--- src/rtl/boot_mode_ctrl.sv ---
module boot_mode_ctrl #(
  parameter int DW = 16,
  parameter int VW = 24,
  parameter int NARROW_LINES = 16,
  parameter logic [VW-1:0] RST_VEC_STD  = 24'h000000,
  parameter logic [VW-1:0] RST_VEC_WIDE = 24'h190000
) (
  input  logic          clk,
  input  logic          rst_n,
  input  logic          flash_unlocked,
  input  logic          ext_boot_pin,
  input  logic          ext_mem_mode_pin,
  input  logic          wr_en,
  input  logic [DW-1:0] wr_data,
  output logic [DW-1:0] rd_data,
  output logic          pmap_ext,
  output logic          ext_pspace_ok,
  output logic          debug_en,
  output logic          addr_hi_en,
  output logic [4:0]    addr_lines,
  output logic [VW-1:0] reset_vec
);
  localparam logic [4:0] LINES_NARROW = 5'(NARROW_LINES);
  localparam logic [4:0] LINES_WIDE   = 5'(NARROW_LINES + 4);

  logic mb_q, ma_q, emi_q, xboot_q;
  logic unused_wr;

  assign unused_wr = ^wr_data[DW-1:1];

  always_ff @(posedge clk) begin
    if (!rst_n) begin
      mb_q    <= flash_unlocked;
      ma_q    <= flash_unlocked & ext_boot_pin;
      xboot_q <= flash_unlocked & ext_boot_pin;
      emi_q   <= ext_mem_mode_pin;
    end else if (wr_en && mb_q) begin
      ma_q <= wr_data[0];
    end
  end

  assign pmap_ext      = mb_q & ma_q;
  assign ext_pspace_ok = mb_q;
  assign debug_en      = mb_q;
  assign addr_hi_en    = xboot_q & emi_q;
  assign addr_lines    = addr_hi_en ? LINES_WIDE : LINES_NARROW;
  assign reset_vec     = emi_q ? RST_VEC_WIDE : RST_VEC_STD;
  assign rd_data       = {{(DW-3){1'b0}}, emi_q, mb_q, ma_q};

  assert_secured_extboot_R2: assert property (@(posedge clk)
    (!rst_n && !flash_unlocked) |=> (rd_data[1:0] == 2'b00));

  assert_mb_held_R3: assert property (@(posedge clk) disable iff (!rst_n)
    $past(rst_n) |-> $stable(rd_data[1]));

  assert_ma_write_R5: assert property (@(posedge clk) disable iff (!rst_n)
    (wr_en && rd_data[1]) |=> (pmap_ext == $past(wr_data[0])));

  assert_ma_locked_R6: assert property (@(posedge clk) disable iff (!rst_n)
    !rd_data[1] |-> (!rd_data[0] && !pmap_ext));

  assert_wide_needs_open_R8: assert property (@(posedge clk) disable iff (!rst_n)
    addr_hi_en |-> (debug_en && rd_data[2]));

  assert_emi_status_held_R9: assert property (@(posedge clk) disable iff (!rst_n)
    $past(rst_n) |-> $stable(rd_data[2]));
endmodule

--- config.mk ---
export PLATFORM = sky130hd
export DESIGN_NAME = boot_mode_ctrl
export DESIGN_NICKNAME = d
export VERILOG_FILES = /design/src/rtl/boot_mode_ctrl.sv
export SDC_FILE = /design/constraint.sdc
export NUM_CORES = 1
export LEC_CHECK = 0
export ABC_AREA = 1
export CORE_MARGIN = 2
export CORE_UTILIZATION = 24
export DETAILED_ROUTE_END_ITERATION = 7
export GPL_ROUTABILITY_DRIVEN = 0
export PLACE_DENSITY = 0.79
export SETUP_SLACK_MARGIN = 0.02
export SYNTH_ARGS = -nofsm -noshare
export SYNTH_HDL_FRONTEND = slang
export SYNTH_SLANG_ARGS = --single-unit
--- constraint.sdc ---
create_clock -name clk -period 1.1 [get_ports clk]
set_input_delay 0.22 -clock clk [delete_from_list [all_inputs] [get_ports clk]]
set_output_delay 0.22 -clock clk [all_outputs]
set_load 0.05 [all_outputs]
==> metrics.cfg <==
[clock_tree]
htree_levels = 1
post-cts-setup-buffers = 0
cts_inserted_buffers = 3
clock_latency_ps = 240
cts_tree = done
cts_sinks = 4
clkTransAtPathRegs_ps = 40
cts_root_buffer = clkbuf_4
cts_buffer_depth = 2

[routing]
drc = 0
wl_um = 754
drt_pass1_iterations = 2
antenna_left = 0
drt-wirelength-per-cell_um = 7.25
drtIter0Drc = 1
vias = 305
vias_per_cell = 2.93

[layout]
drive_gt1_share_pct = 31.2
n_antenna_cell = 0
final_design_area_no_fill_um2 = 696
nNetsFinal = 101
area_growth_pct = 32.1

[floorplanning]
die-height_um = 50.9
ios = 71
die_w_um = 50.9
dieArea_um2 = 2590
start_util_pct = 26.1
rows = 16
fp.coreArea_um2 = 2020

[timing]
setup_violations = 11
timing.final.crit_share_pct = 112
max_freq_mhz = 812
period_minus_slack_ps = 1230
rsz0062_at_grt = yes
fin_skew_ps = 0.00860
worst_slack_ps = -131
hold_viol_final = 0
maxSlewViolCount = 0
hold_slack_ps = 554

[synth]
synthDistinctLibCells = 8
synth.yosys.warnings = 0
synth-xor-area-share_pct = 0
yosysTopAreaCell = buf_4
ys_ff_latch = 4
synth_area_um2 = 527
yosys.area_share.simple_pct = 7.36
synth_top_family_by_area = buffers and inverters
synth.avg_cell_area_um2 = 8.23
synthMuxAreaShare_pct = 0
synth-compound-area-share_pct = 0
synthAdderAreaFrac_pct = 0
ys_seq_area_share_pct = 22.8
ys_top_cells_by_area = buf_4, edfxtp_1, nand2_1
yosysTopAreaCellShare_pct = 65.6
syn_inst = 64

[global_routing]
grt_pass1_wl_um = 945
grt_max_degree = 5
grt_pass1_vias = 220
antenna_found_initial = 0
grt.overflow.total = 0
grt_usage_pct = 5.50

[flow_run]
cap_viol_max_count = 0

[placement]
hpwl_um = 684
portBuffers = 17
postPlaceCellArea_um2 = 666
dp_slack_ps = -63.1

[run_status]
status = complete, but fails checks
violations = negative setup slack

[setup_path]
startpoint_type = flip-flop
critPathArrivalTime_ps = 1010
critical_path_required_ps = 880
crit_slowest_cell = edfxtp_1
cp-end-kind = primary output
cpPeakStageDelay_ps = 390
worst-path-max-fanout = 2
critical_path_class = reg2out
crit_chain = nand2_2 -> clkinvlp_4 -> buf_12

[worst_hold_path]
hold_class = in2reg

[power_and_ir_drop]
p_leak_nw = 0.352
peakVddDrop_uv = 426
totalPowerFinal_w = 0.000987
p_per_area_nw_per_um2 = 1420

==> metal layers <==
metal | GRT usage (%) | part of all wire (%)
met1 | 3.96 | 27
met2 | 9.43 | 49
met3 | 2.63 | 20
met4 | 6.76 | 3.8
met5 | 0 | 0
==> repair_timing <==
item                                    CTS  global route
gates resized for setup                   2             0
endpoints found under the setup margin   11            11
pin swaps                                 1             0
hold buffers                              0             0
==> synth_stat cells <==
| master | instances |
|---|---|
| buf_4 | 46 |
| nand2_1 | 6 |
| edfxtp_1 | 4 |
| inv_1 | 3 |
| conb_1 | 2 |
| inv_2 | 1 |
| nand2_2 | 1 |
| nand3_2 | 1 |
==> layout by cell type, fill, tap and decap left out <==
cell type and count:
buf_4 1, edfxtp_1 4, buf_12 11, clkinvlp_4 2, inv_2 1, inv_1 1
buf_6 2, clkdlybuf4s50_1 6, conb_1 38, nand3_2 1, nand2_1 4, clkbuf_4 3
nand2_2 3
==> report_power, final <==
part           leakage (nW)  switching (W)  total [W]  internal, W
Combinational         0.298       0.000450   0.000609     0.000159
Sequential           0.0396     0.00000794   0.000191     0.000183
Clock                0.0138      0.0000637   0.000186     0.000122
==> flip-flops by register name (all words and copies together) (netlist names) <==
| name | count |
|---|---|
| xboot_q | 1 |
| debug_en | 1 |
| emi_q | 1 |
| ma_q | 1 |
==> final cells by class <==
class                   instances  area, um^2
multi-input cells              46         186
clock buffers                   3        22.5
well taps                      27        33.8
fillers                       209        1330
repair buffers                 20         310
flip-flops and latches          4         120
inverters                       4        22.5
==> through the flow <==
step | utilization, % | cells | setup TNS (ps)
2_1_floorplan | - | 100 | -520
3_3_place_gp | 32.9 | 101 | -51.5
3_5_place_dp | 32.9 | 101 | -63.1
4_1_cts | 34.4 | 104 | -1110
5_1_grt | 34.4 | 104 | -1310
6_report | 34.4 | 104 | -997
==> critical path: cells and delay by family, from the launching register on <==
family                 cells  cell delay, ps
and+or+nand+nor            1              90
buffers and inverters      2             300
DFF                        1             390
==> path summary, 6_finish.rpt <==
check                                       from          to  slack, ps  cells past startpoint
worst min-delay path            ext_mem_mode_pin       emi_q        550                      1
worst max register to register          debug_en        ma_q        180                      3
worst max-delay path                       emi_q  addr_hi_en       -130                      3
worst min register to register          debug_en        ma_q        760                      3
==> logic make-up after synthesis <==
group                  Yosys count
other                            2
DFF                              4
buffers and inverters           50
and+or+nand+nor                  8
No activity file was read; power rests on OpenSTA's default activity.
